--- src/rtl/photon_phase_pkg.sv ---
package photon_phase_pkg;

  typedef enum logic [1:0] {
    PH_LISTEN = 2'd0,
    PH_SENSE  = 2'd1,
    PH_QUENCH = 2'd2,
    PH_RECHG  = 2'd3
  } phase_e;

  typedef struct packed {
    logic loadQuench;
    logic loadRecharge;
    logic countDown;
    logic startPulse;
  } seq_ctrl_t;

endpackage

--- src/rtl/photon_phase_timer.sv ---
module photon_phase_timer
  import photon_phase_pkg::*;
#(
  parameter int LEN_W     = 8,
  parameter int PULSE_CYC = 2
) (
  input  logic             clk,
  input  logic             rstN,
  input  seq_ctrl_t        ctrl,
  input  logic [LEN_W-1:0] quenchLen,
  input  logic [LEN_W-1:0] resetLen,
  output logic             phaseDone,
  output logic             photonPulse
);

  localparam int PULSE_W = $clog2(PULSE_CYC + 1);

  logic [LEN_W-1:0]   phaseCnt;
  logic [PULSE_W-1:0] pulseCnt;

  function automatic logic [LEN_W-1:0] atLeastOne(input logic [LEN_W-1:0] v);
    return (v == '0) ? LEN_W'(1) : v;
  endfunction

  always_ff @(posedge clk or negedge rstN) begin
    if (!rstN) begin
      phaseCnt <= '0;
    end else if (ctrl.loadQuench) begin
      phaseCnt <= atLeastOne(quenchLen);
    end else if (ctrl.loadRecharge) begin
      phaseCnt <= atLeastOne(resetLen);
    end else if (ctrl.countDown && phaseCnt > LEN_W'(1)) begin
      phaseCnt <= phaseCnt - LEN_W'(1);
    end
  end

  always_ff @(posedge clk or negedge rstN) begin
    if (!rstN) begin
      pulseCnt <= '0;
    end else if (ctrl.startPulse) begin
      pulseCnt <= PULSE_W'(PULSE_CYC);
    end else if (pulseCnt != '0) begin
      pulseCnt <= pulseCnt - PULSE_W'(1);
    end
  end

  assign phaseDone   = (phaseCnt == LEN_W'(1));
  assign photonPulse = (pulseCnt != '0);


  load_nonzero_chk: assert property (@(posedge clk) disable iff (!rstN)
    (ctrl.loadQuench || ctrl.loadRecharge) |=> (phaseCnt != '0));


  pulse_start_chk: assert property (@(posedge clk) disable iff (!rstN)
    ctrl.startPulse |=> photonPulse);

endmodule

--- src/rtl/photon_phase_fsm.sv ---
module photon_phase_fsm
  import photon_phase_pkg::*;
(
  input  logic      clk,
  input  logic      rstN,
  input  logic      detIn,
  input  logic      gateIn,
  input  logic      phaseDone,
  input  logic      photonPulse,
  output seq_ctrl_t ctrl,
  output logic      ampEn,
  output logic      ampEnN,
  output logic      quenchOn,
  output logic      resetOn,
  output logic      timingStrobe
);

  phase_e phase, phaseNext;

  always_ff @(posedge clk or negedge rstN) begin
    if (!rstN) phase <= PH_LISTEN;
    else       phase <= phaseNext;
  end

  always_comb begin
    phaseNext = phase;
    ctrl      = '0;
    unique case (phase)
      PH_LISTEN: if (detIn && !gateIn) phaseNext = PH_SENSE;
      PH_SENSE: begin
        phaseNext       = PH_QUENCH;
        ctrl.loadQuench = 1'b1;
        ctrl.startPulse = 1'b1;
      end
      PH_QUENCH: begin
        ctrl.countDown = 1'b1;
        if (phaseDone) begin
          phaseNext         = PH_RECHG;
          ctrl.loadRecharge = 1'b1;
        end
      end
      PH_RECHG: begin
        ctrl.countDown = 1'b1;
        if (phaseDone) phaseNext = PH_LISTEN;
      end
      default: phaseNext = PH_LISTEN;
    endcase
  end

  assign timingStrobe = (phase == PH_SENSE);
  assign quenchOn     = (phase == PH_QUENCH);
  assign resetOn      = (phase == PH_RECHG);
  assign ampEn        = (phase == PH_SENSE) || (phase == PH_LISTEN && !gateIn);
  assign ampEnN       = !ampEn;


  single_strobe_chk: assert property (@(posedge clk) disable iff (!rstN)
    timingStrobe |=> !timingStrobe);


  strobe_to_quench_chk: assert property (@(posedge clk) disable iff (!rstN)
    timingStrobe |=> (quenchOn && photonPulse && !ampEn));


  quench_handoff_chk: assert property (@(posedge clk) disable iff (!rstN)
    $fell(quenchOn) |-> resetOn);


  reset_release_chk: assert property (@(posedge clk) disable iff (!rstN)
    $fell(resetOn) |-> (!quenchOn && (ampEn == !gateIn)));


  gate_block_chk: assert property (@(posedge clk) disable iff (!rstN)
    (gateIn && phase == PH_LISTEN) |=> !timingStrobe);

endmodule

--- src/rtl/photon_phase_seq.sv ---
module photon_phase_seq
  import photon_phase_pkg::*;
#(
  parameter int LEN_W     = 8,
  parameter int PULSE_CYC = 2
) (
  input  logic             clk,
  input  logic             rstN,
  input  logic             detIn,
  input  logic             gateIn,
  input  logic [LEN_W-1:0] quenchLen,
  input  logic [LEN_W-1:0] resetLen,
  output logic             ampEn,
  output logic             ampEnN,
  output logic             quenchOn,
  output logic             resetOn,
  output logic             photonPulse,
  output logic             timingStrobe
);

  seq_ctrl_t ctrl;
  logic      phaseDone;

  photon_phase_fsm u_fsm (
    .clk          (clk),
    .rstN         (rstN),
    .detIn        (detIn),
    .gateIn       (gateIn),
    .phaseDone    (phaseDone),
    .photonPulse  (photonPulse),
    .ctrl         (ctrl),
    .ampEn        (ampEn),
    .ampEnN       (ampEnN),
    .quenchOn     (quenchOn),
    .resetOn      (resetOn),
    .timingStrobe (timingStrobe)
  );

  photon_phase_timer #(
    .LEN_W     (LEN_W),
    .PULSE_CYC (PULSE_CYC)
  ) u_timer (
    .clk         (clk),
    .rstN        (rstN),
    .ctrl        (ctrl),
    .quenchLen   (quenchLen),
    .resetLen    (resetLen),
    .phaseDone   (phaseDone),
    .photonPulse (photonPulse)
  );

endmodule

--- config.mk ---
export PLATFORM = sky130hd
export DESIGN_NAME = photon_phase_seq
export DESIGN_NICKNAME = d
export VERILOG_FILES = /design/src/rtl/photon_phase_pkg.sv /design/src/rtl/photon_phase_timer.sv /design/src/rtl/photon_phase_fsm.sv /design/src/rtl/photon_phase_seq.sv
export SDC_FILE = /design/constraint.sdc
export NUM_CORES = 1
export LEC_CHECK = 0
export ABC_AREA = 1
export ABC_CLOCK_PERIOD_IN_PS = 2300
export BUFFER_PORTS_ARGS = -buffer_cell sky130_fd_sc_hd__buf_2
export CAP_MARGIN = 15
export CORE_MARGIN = 3
export CORE_UTILIZATION = 45
export CTS_CLUSTER_SIZE = 8
export DETAILED_ROUTE_END_ITERATION = 7
export GPL_ROUTABILITY_DRIVEN = 0
export HOLD_SLACK_MARGIN = 0.02
export PLACE_DENSITY = 0.66
export SLEW_MARGIN = 40
export SYNTH_ARGS = -nofsm -noshare
export SYNTH_HDL_FRONTEND = slang
export SYNTH_HIERARCHICAL = 1
export SYNTH_SLANG_ARGS = --single-unit
export TNS_END_PERCENT = 30
--- constraint.sdc ---
create_clock -name clk -period 2.3 [get_ports clk]
set_input_delay 0.46 -clock clk [delete_from_list [all_inputs] [get_ports clk]]
set_output_delay 0.46 -clock clk [all_outputs]
set_load 0.005 [all_outputs]
; ---- After elaboration in Yosys (flattened, before gate mapping)
; Cells that the tools add are included.
[word_totals]
regBits = 12
in_bits = 20
output_inout_bits = 6
elab_cells = 42
[op_classes]
addsub = 2
n_lt_le_gt_ge = 1
eq_ne = 7
n_mux = 15
reduce_logical = 14
[ops]
columns = op, count
row1 = 8-bit two-way mux, 5
row2 = 8-bit logical NOT, 2
row3 = 2-bit two-way mux, 5
row4 = "8-bit by 1-bit equality test with 1-bit output, second input constant", 1
row5 = "8-bit by 1-bit greater-than comparator with 1-bit output, second input constant", 1
row6 = 2-bit one-hot mux with 4 select lines, 1
row7 = "8-bit by 1-bit subtractor with 8-bit output, second input constant", 1
row8 = "2-bit by 1-bit inequality test with 1-bit output, second input constant", 3
row9 = "2-bit equality test, second input constant", 2
row10 = 1-bit two-way mux, 4
row11 = 2-bit nonzero test, 2
row12 = 1-bit logical AND, 3
row13 = 3-bit AND reduction, 1
row14 = 3-bit nonzero test, 1
row15 = "2-bit by 1-bit equality test with 1-bit output, second input constant", 1
row16 = 1-bit logical NOT, 2
row17 = 2-bit logical NOT, 1
row18 = 2-bit OR reduction, 1
row19 = "2-bit by 1-bit subtractor with 2-bit output, second input constant", 1
row20 = 1-bit logical OR, 1

; ---- Logic depth before layout (Yosys ltp)
; Gate-level depths: netlist (run 1).
[logic_depth]
depth_word = 7
depth_mapped = 16
depth_no_buf = 15

; ---- Modules after synthesis
; Netlist (run 1), hierarchy kept.
[modules_own_cells]
columns = mod, n_inst, cells_per_inst, area_each_um2, seq_area_each_um2
row1 = photon_phase_timer, 1, 148, 959.7, 250.2
row2 = photon_phase_fsm, 1, 28, 217.7, 50.0

; ---- Worst setup path before layout (run 1)
; OpenSTA, ideal clock, no wires.
[synth_path]
kind = reg2reg
startpoint = register u_timer.phaseCnt[1]
endpoint = register u_timer.phaseCnt[1]
setup_ns = 0.118
arrival_time_ns = 1.593
t_required_ns = 2.182
slack_ns = 0.588
path_stages_with_launch = 15
path_buffers = 1
period_less_slack_ns = 1.712
cell_sequence = dfrtp_1 > inv_1 > ha_1 > inv_1 > nor2_1 > nand2_2 > inv_1 > nand2_1 > inv_1 > clkbuf_8 > inv_2 > o211ai_1 > o21ai_0 > nand2_2 > o21ai_2
[synth_rtl]
columns = item, line_no
row1 = "start, declared", photon_phase_timer.sv:18  ; logic [LEN_W-1:0] phaseCnt;
row2 = "start signal, assigned", photon_phase_timer.sv:29  ; phaseCnt <= atLeastOne(quenchLen);
row3 = "start signal, assigned", photon_phase_timer.sv:31  ; phaseCnt <= atLeastOne(resetLen);
row4 = "start signal, assigned", photon_phase_timer.sv:33  ; phaseCnt <= phaseCnt - LEN_W'(1);

; ---- Worst setup path in the final report (run 1)
[layout_path]
startpoint = register u_fsm.phase[1]
endpoint = output port ampEn
[layout_between]
elab_chain_cells = 3
word_cells_on_any_way = 4
classes_between = eq/ne (1) / reduce/logical (3)
[layout_rtl]
columns = item, line_no
row1 = "start, declared", photon_phase_fsm.sv:18  ; phase_e phase, phaseNext;
row2 = "start signal, assigned", photon_phase_fsm.sv:22  ; else phase <= phaseNext;
row3 = 2-bit logical NOT, photon_phase_fsm.sv:53  ; assign ampEn = (phase == PH_SENSE) || (phase == PH_LISTEN && !gateIn);
row4 = 1-bit logical AND, photon_phase_fsm.sv:53
row5 = 1-bit logical OR *, photon_phase_fsm.sv:53
row6 = "end, declared", photon_phase_seq.sv:13  ; output logic ampEn,
; Mark *: on every way between the ends. The rest lies on a longest branch, timed or not.

==> run metrics, run 1 <==
synth-to-layout area growth=13.4%; VDD IR max=730 uV; largest area contributor in the netlist=dfrtp_1; Post-CTS Setup Bufs=0; CP max stage delay=0.40 ns; crit path time final=1.86 ns; count leader, synth=nand2_1; Worst-Margin Slew=0.294 ns; Die Y=57.2 um; max frequency=0.537 GHz; Tcrit/Tclk final=80.9%; vias in the first global route=1120; final hold vios=0; Fillers=243; Hold Crit Class=input pin to async pin; worst-path maximum fanout=5; Final setup viols=0; DR vias=1171; unrepaired setup endpoints after global routing=no; CP cell instances=inv_1 -> ha_1 -> a21oi_1 -> inv_1 -> buf_2; worst path buffer plus inverter count=3; final WL=2890 um; Slew Viols, Final=0; synth warn=6; vias per cell=5.09; Max-slew headroom=80.4%; status=finished clean; global route overflow=0; Finished Cell Area=1340 um2; Critical R2R Capture=u_timer/phaseCnt[3]; Crit Path Class=flip-flop to primary output; Crit path max-delay family=flip-flops; Slowest cell on crit path=dfrtp_1; r2r setup slk=0.44 ns; Critical Path RT=1.84 ns; core area=2340 um2; crit path to=ampEn; pwr dens=1470 nW/um2; RR Startpoint=u_timer/phaseCnt[1]; Routed wire per std cell=12.5 um; share of the synthesized area in the top cell type=25.5%; footprint of the multi-input gates=714 um2; Reg2Reg Depth=13; setup TNS=0 ns; Seq. cell area=300 um2; IO Count=26; Mapped Cells=176; Setup crit start kind=flip-flop; Die Wd=57.2 um; # diodes=0; Bufs on Longest Clock Path=2; count of different cell masters after synthesis=27; Iteration-0 DRC Markers=63; Starting Density=50.3%; Area after DPL=1300 um2; Data arrival, critical path=1.40 ns; Syn Nets=204; slack of the critical path=0.439 ns; # DRC=0; Num CTS Buffers=3; FFs w/ async S/R, synth=100%; clock sink count=12; Reg clk slew, reported paths=0.08 ns; Worst-Skew Late Latency=0.28 ns; EDFF count, synth=0; Nets=231; pin count of the biggest net entering global routing=13; row count=17; max-cap viol count=0; Post-Syn Area=1180 um2; buffers added on ports=25; Post-CTS Hold Fix Bufs=0; crit path from=u_fsm/phase[1]; CTS resizes=0; Clock Skew=0.000643 ns; critical path capture point type=primary output; leakage power=0.000771 uW; Place WS=0.501 ns; total die area=3270 um2; Global Route Usage Sum=19.2%; critical path depth=5; Avg Synthesized Cell Area=6.69 um2; most used cell, CP=inv_1; TritonCTS clock tree=built; layout cell share with drive strength beyond 1=27.7%; initial antenna violation count=0; largest cells by area after synthesis=dfrtp_1 (26%), nand2_1 (15%), ha_1 (8.5%); Initial DRT Pass Iterations=4; top_reg_cell synth=dfrtp_1; post-synthesis sequential area ratio=25.5%; synthesized flop and latch total=12; CTS root buffer=clkbuf_4; CTS HTree Levels=1; dpl hpwl=2340 um; ANT nets after route=0; most frequent cells after synthesis=nand2_1 (48), inv_1 (23), nor2_1 (18); global-route wire length before repair=4890 um
## placed cells by master (no fill, tap or decap), types with 2 or more instances in the layout
cell / Yosys / layout
inv_1: 23 / 23
dfrtp_1: 12 / 12
o21ai_0: 8 / 8
clkbuf_4: 0 / 3
or2_1: 2 / 2
inv_2: 6 / 6
nor2_1: 18 / 18
a21oi_1: 6 / 6
buf_4: 2 / 2
ha_1: 8 / 8
nand2_2: 9 / 9
buf_2: 1 / 25
nand2_1: 48 / 48
o21ai_2: 4 / 4
nand3_1: 16 / 16
## worst register-to-register path, stage by stage, from the launching register on
cell,delay (ns)
dfrtp_1,0.41
inv_1,0.13
ha_1,0.16
inv_1,0.04
nor2_1,0.13
nand2_2,0.10
inv_1,0.08
nand2_1,0.05
inv_1,0.10
buf_4,0.20
nor2_8,0.07
nand2_4,0.17
nand2_1,0.10
o21ai_2,0.06
## sequential cells by signal, indices dropped and copies added (netlist names)
| name | flops |
|---|---|
| u_timer/pulseCnt | 2 |
| u_timer/phaseCnt | 8 |
| u_fsm/phase | 2 |
## metrics by stage
| stage | std cells | hold slack, ns | total power, uW | util [%] |
|---|---|---|---|---|
| global route | 230 | 0.0575 | 2180 | 57.1 |
| detailed placement | 226 | 0.364 | 1790 | 55.5 |
| CTS | 230 | 0.0543 | 1970 | 57.1 |
| finish | 230 | 0.0520 | 1960 | 57.1 |
| floorplan | 176 | 0.164 | 1550 | - |
| global placement | 226 | 0.358 | 1750 | 55.5 |
## worst min path at each step
stage / to / from / slack [ns] / depth (start not counted)
2_1_floorplan: u_fsm/phase[0] / rstN / 0.16 / 0
3_3_place_gp: u_timer/phaseCnt[5] / rstN / 0.36 / 1
3_5_place_dp: u_timer/phaseCnt[5] / rstN / 0.36 / 1
4_1_cts: u_timer/phaseCnt[7] / rstN / 0.05 / 1
5_1_grt: u_timer/phaseCnt[4] / rstN / 0.06 / 1
6_report: u_timer/phaseCnt[4] / rstN / 0.05 / 1
## final cells by class
class,instances,share of cell area (%)
multi-input combinational,130,53.5
timing repair buffer,27,10.5
inverter,29,8.15
tap,28,2.62
clock buffer,4,2.72
sequential,12,22.5
## report_power, final
group	total, uW	switching (uW)	internal (uW)
sequential	440	116	324
combinational	1350	840	506
clock	174	77.6	96.3
total	1960	1030	927
## cell families after synthesis
group	count (synthesis)	synth area share, %
flops	12	25.5
fa+ha+maj	8	8.50
xor+xnor	1	0.744
simple gates	101	40.9
compound gates	20	10.5
buf+inv	34	13.8
## metal layers
layer  up-vias  part of all wire (%)  global-route usage, %
li1        594                     -                      -
met1       527                    39                   22.6
met2        46                    53                   34.4
met3         4                   7.2                   5.20
met4         0                   1.2                   4.64
met5         -                     0                      0
Power figures use the tool's default switching activity.
==> run 2: changes to the inputs <==
Settings changed: ABC_CLOCK_PERIOD_IN_PS 2300 to 1900.
Clock period 2.3 ns to 1.9 ns, I/O delays scaled along.
==> run 2 against run 1 <==
Effect of this change: final area rose by 2.6%; final cell count rose by 0.43%; hold slack improved by 0.40 ns; non-clock buffer count rose by 1; register-to-register slack got worse by 0.30 ns; clock skew rose by 0.00071 ns; total power rose by 24%; setup slack got worse by 0.34 ns; core utilization rose by 1.5 points; critical path depth did not move; clock power rose by 16%; first-iteration DRC count fell by 54%; largest cell class unchanged; largest power group unchanged.
==> run metrics, run 2 (synthesized netlist as in run 1, its figures left out) <==
Num CTS Buffers=3 (unchanged); max frequency=0.556 GHz; core area=2340 um2 (unchanged); Crit Path Class=flip-flop to primary output (unchanged); crit path to=ampEn (unchanged); CP max stage delay=0.41 ns (was 0.40 ns); Critical R2R Capture=u_timer/phaseCnt[3] (unchanged); Tcrit/Tclk final=94.6%; vias per cell=5.02 (was 5.09); clock sink count=12 (unchanged); Setup crit start kind=flip-flop (unchanged); # DRC=0 (unchanged); Critical Path RT=1.52 ns (was 1.84 ns); final WL=2780 um (was 2890 um); footprint of the multi-input gates=727 um2 (was 714 um2); Crit path max-delay family=flip-flops (unchanged); ANT nets after route=0 (unchanged); status=finished clean (unchanged); CP cell instances=inv_1 -> ha_1 -> a21oi_2 -> inv_1 -> buf_2 (was inv_1 -> ha_1 -> a21oi_1 -> inv_1 -> buf_2); Data arrival, critical path=1.42 ns (was 1.40 ns); pwr dens=1780 nW/um2 (was 1470 nW/um2); Hold Crit Class=input pin to flip-flop (was input pin to async pin); TritonCTS clock tree=built (unchanged); Global Route Usage Sum=17.8% (was 19.2%); Initial DRT Pass Iterations=4 (unchanged); dpl hpwl=2290 um (was 2340 um); vias in the first global route=1088 (was 1120); Die Y=57.2 um (unchanged); r2r setup slk=0.14 ns (was 0.44 ns); crit path time final=1.80 ns; Final setup viols=0 (unchanged); # diodes=0 (unchanged); setup TNS=0 ns (unchanged); total die area=3270 um2 (unchanged); leakage power=0.000776 uW (was 0.000771 uW); DP Cell Count=226 (unchanged); IO Count=26 (unchanged); initial antenna violation count=0 (unchanged); Starting Density=50.3% (unchanged); total power draw=2440 uW (was 1960 uW); crit path from=u_fsm/phase[1] (unchanged); global route overflow=0 (unchanged); Layout Utilization=58.6% (was 57.1%); layout cell share with drive strength beyond 1=29.1% (was 27.7%); critical path capture point type=primary output (unchanged); Post-Layout Cell Count=231 (was 230); Routed wire per std cell=12.0 um (was 12.5 um); row count=17 (unchanged); Slowest cell on crit path=dfrtp_1 (unchanged); final hold slack=0.447 ns (was 0.0520 ns); Iteration-0 DRC Markers=29 (was 63); CTS root buffer=clkbuf_4 (unchanged); Seq. cell area=300 um2 (unchanged); unrepaired setup endpoints after global routing=no (unchanged); Fillers=242 (was 243); Reg clk slew, reported paths=0.08 ns (about the same); Nets=232 (was 231); max FFs per register=8 (unchanged); worst path buffer plus inverter count=3 (unchanged); Worst-Skew Late Latency=0.27 ns (was 0.28 ns); buffers added on ports=25 (unchanged); DR vias=1160 (was 1171); Clock Skew=0.00135 ns (was 0.000643 ns); Max-slew headroom=79.1% (was 80.4%); Die Wd=57.2 um (unchanged); most used cell, CP=inv_1 (unchanged); Reg2Reg Depth=12 (was 13); Bufs on Longest Clock Path=2 (unchanged); most common cell after layout, fill and taps aside=nand2_1 (unchanged); pin count of the biggest net entering global routing=13 (unchanged); Worst-Margin Slew=0.313 ns (was 0.294 ns); critical path depth=5 (unchanged); most frequent cells in the layout=nand2_1 (48), buf_2 (25), inv_1 (21) (was nand2_1 (48), buf_2 (25), inv_1 (23)); global-route wire length before repair=4570 um (was 4890 um); Regs by FF count=u_timer/phaseCnt (8), u_fsm/phase (2), u_timer/pulseCnt (2) (unchanged); synth-to-layout area growth=16.4% (was 13.4%); Slew Viols, Final=0 (unchanged); CTS HTree Levels=1 (unchanged); max-cap viol count=0 (unchanged); min-delay src=quenchLen[6]; VDD IR max=1240 uV (was 730 uV); final hold vios=0 (unchanged); RR Startpoint=u_timer/phaseCnt[0] (was u_timer/phaseCnt[1]); worst-path maximum fanout=6 (was 5); register with the most flip-flops=u_timer/phaseCnt (unchanged)
[run 2: repair_timing]
action / CTS / global route
hold buffers: 1 / 0
endpoints found under the hold margin: 12 / 0
gates resized for setup: 0 / 5
setup buffers: 0 / 0
setup endpoints to repair: 0 / 10
[run 2: layout make-up]
cell class	count	share of cell area [%]
Inverter	29	7.95
Sequential cell	12	21.9
Multi-Input combinational cell	130	53.1
Clock buffer	4	2.65
Timing Repair Buffer	28	11.9
Tap cell	28	2.56
[run 2: tightest hold or removal path, stage by stage]
cell and delay (ns):
buf_2 0.08, nand2_1 0.07, nand2_1 0.07, inv_1 0.03, nand2_1 0.04
[run 2: worst min-delay path by stage]
stage	endpoint	slack, ns	cells past startpoint
floorplan	u_fsm/phase[0]	0.08	0
finish	u_timer/phaseCnt[6]	0.45	5
global placement	u_timer/phaseCnt[7]	0.27	1
CTS	u_timer/phaseCnt[4]	0.44	5
global route	u_timer/phaseCnt[6]	0.46	5
detailed placement	u_timer/phaseCnt[7]	0.28	1
[run 2: layer usage]
layer | vias up | part of all wire, % | GRT usage (%)
met2 | 20 | 54 | 33.0
met3 | 6 | 3.1 | 1.81
met4 | 0 | 1.3 | 6.95
li1 | 600 | - | -
met5 | - | 0 | 0
met1 | 534 | 42 | 20.9
[run 2: per-stage QoR]
stage	cell area (um2)	setup slack, ns
2_1_floorplan	1180	0.188
3_3_place_gp	1310	0.0902
3_5_place_dp	1310	0.0814
4_1_cts	1360	0.0519
5_1_grt	1370	0.0107
6_report	1370	0.103
[run 2: power breakdown]
| part | internal [uW] | switching [uW] | leakage [uW] |
|---|---|---|---|
| logic | 662 | 1040 | 0.000608 |
| clock network | 116 | 84.9 | 0.0000210 |
| registers | 393 | 146 | 0.000147 |
| total | 1170 | 1270 | 0.000776 |
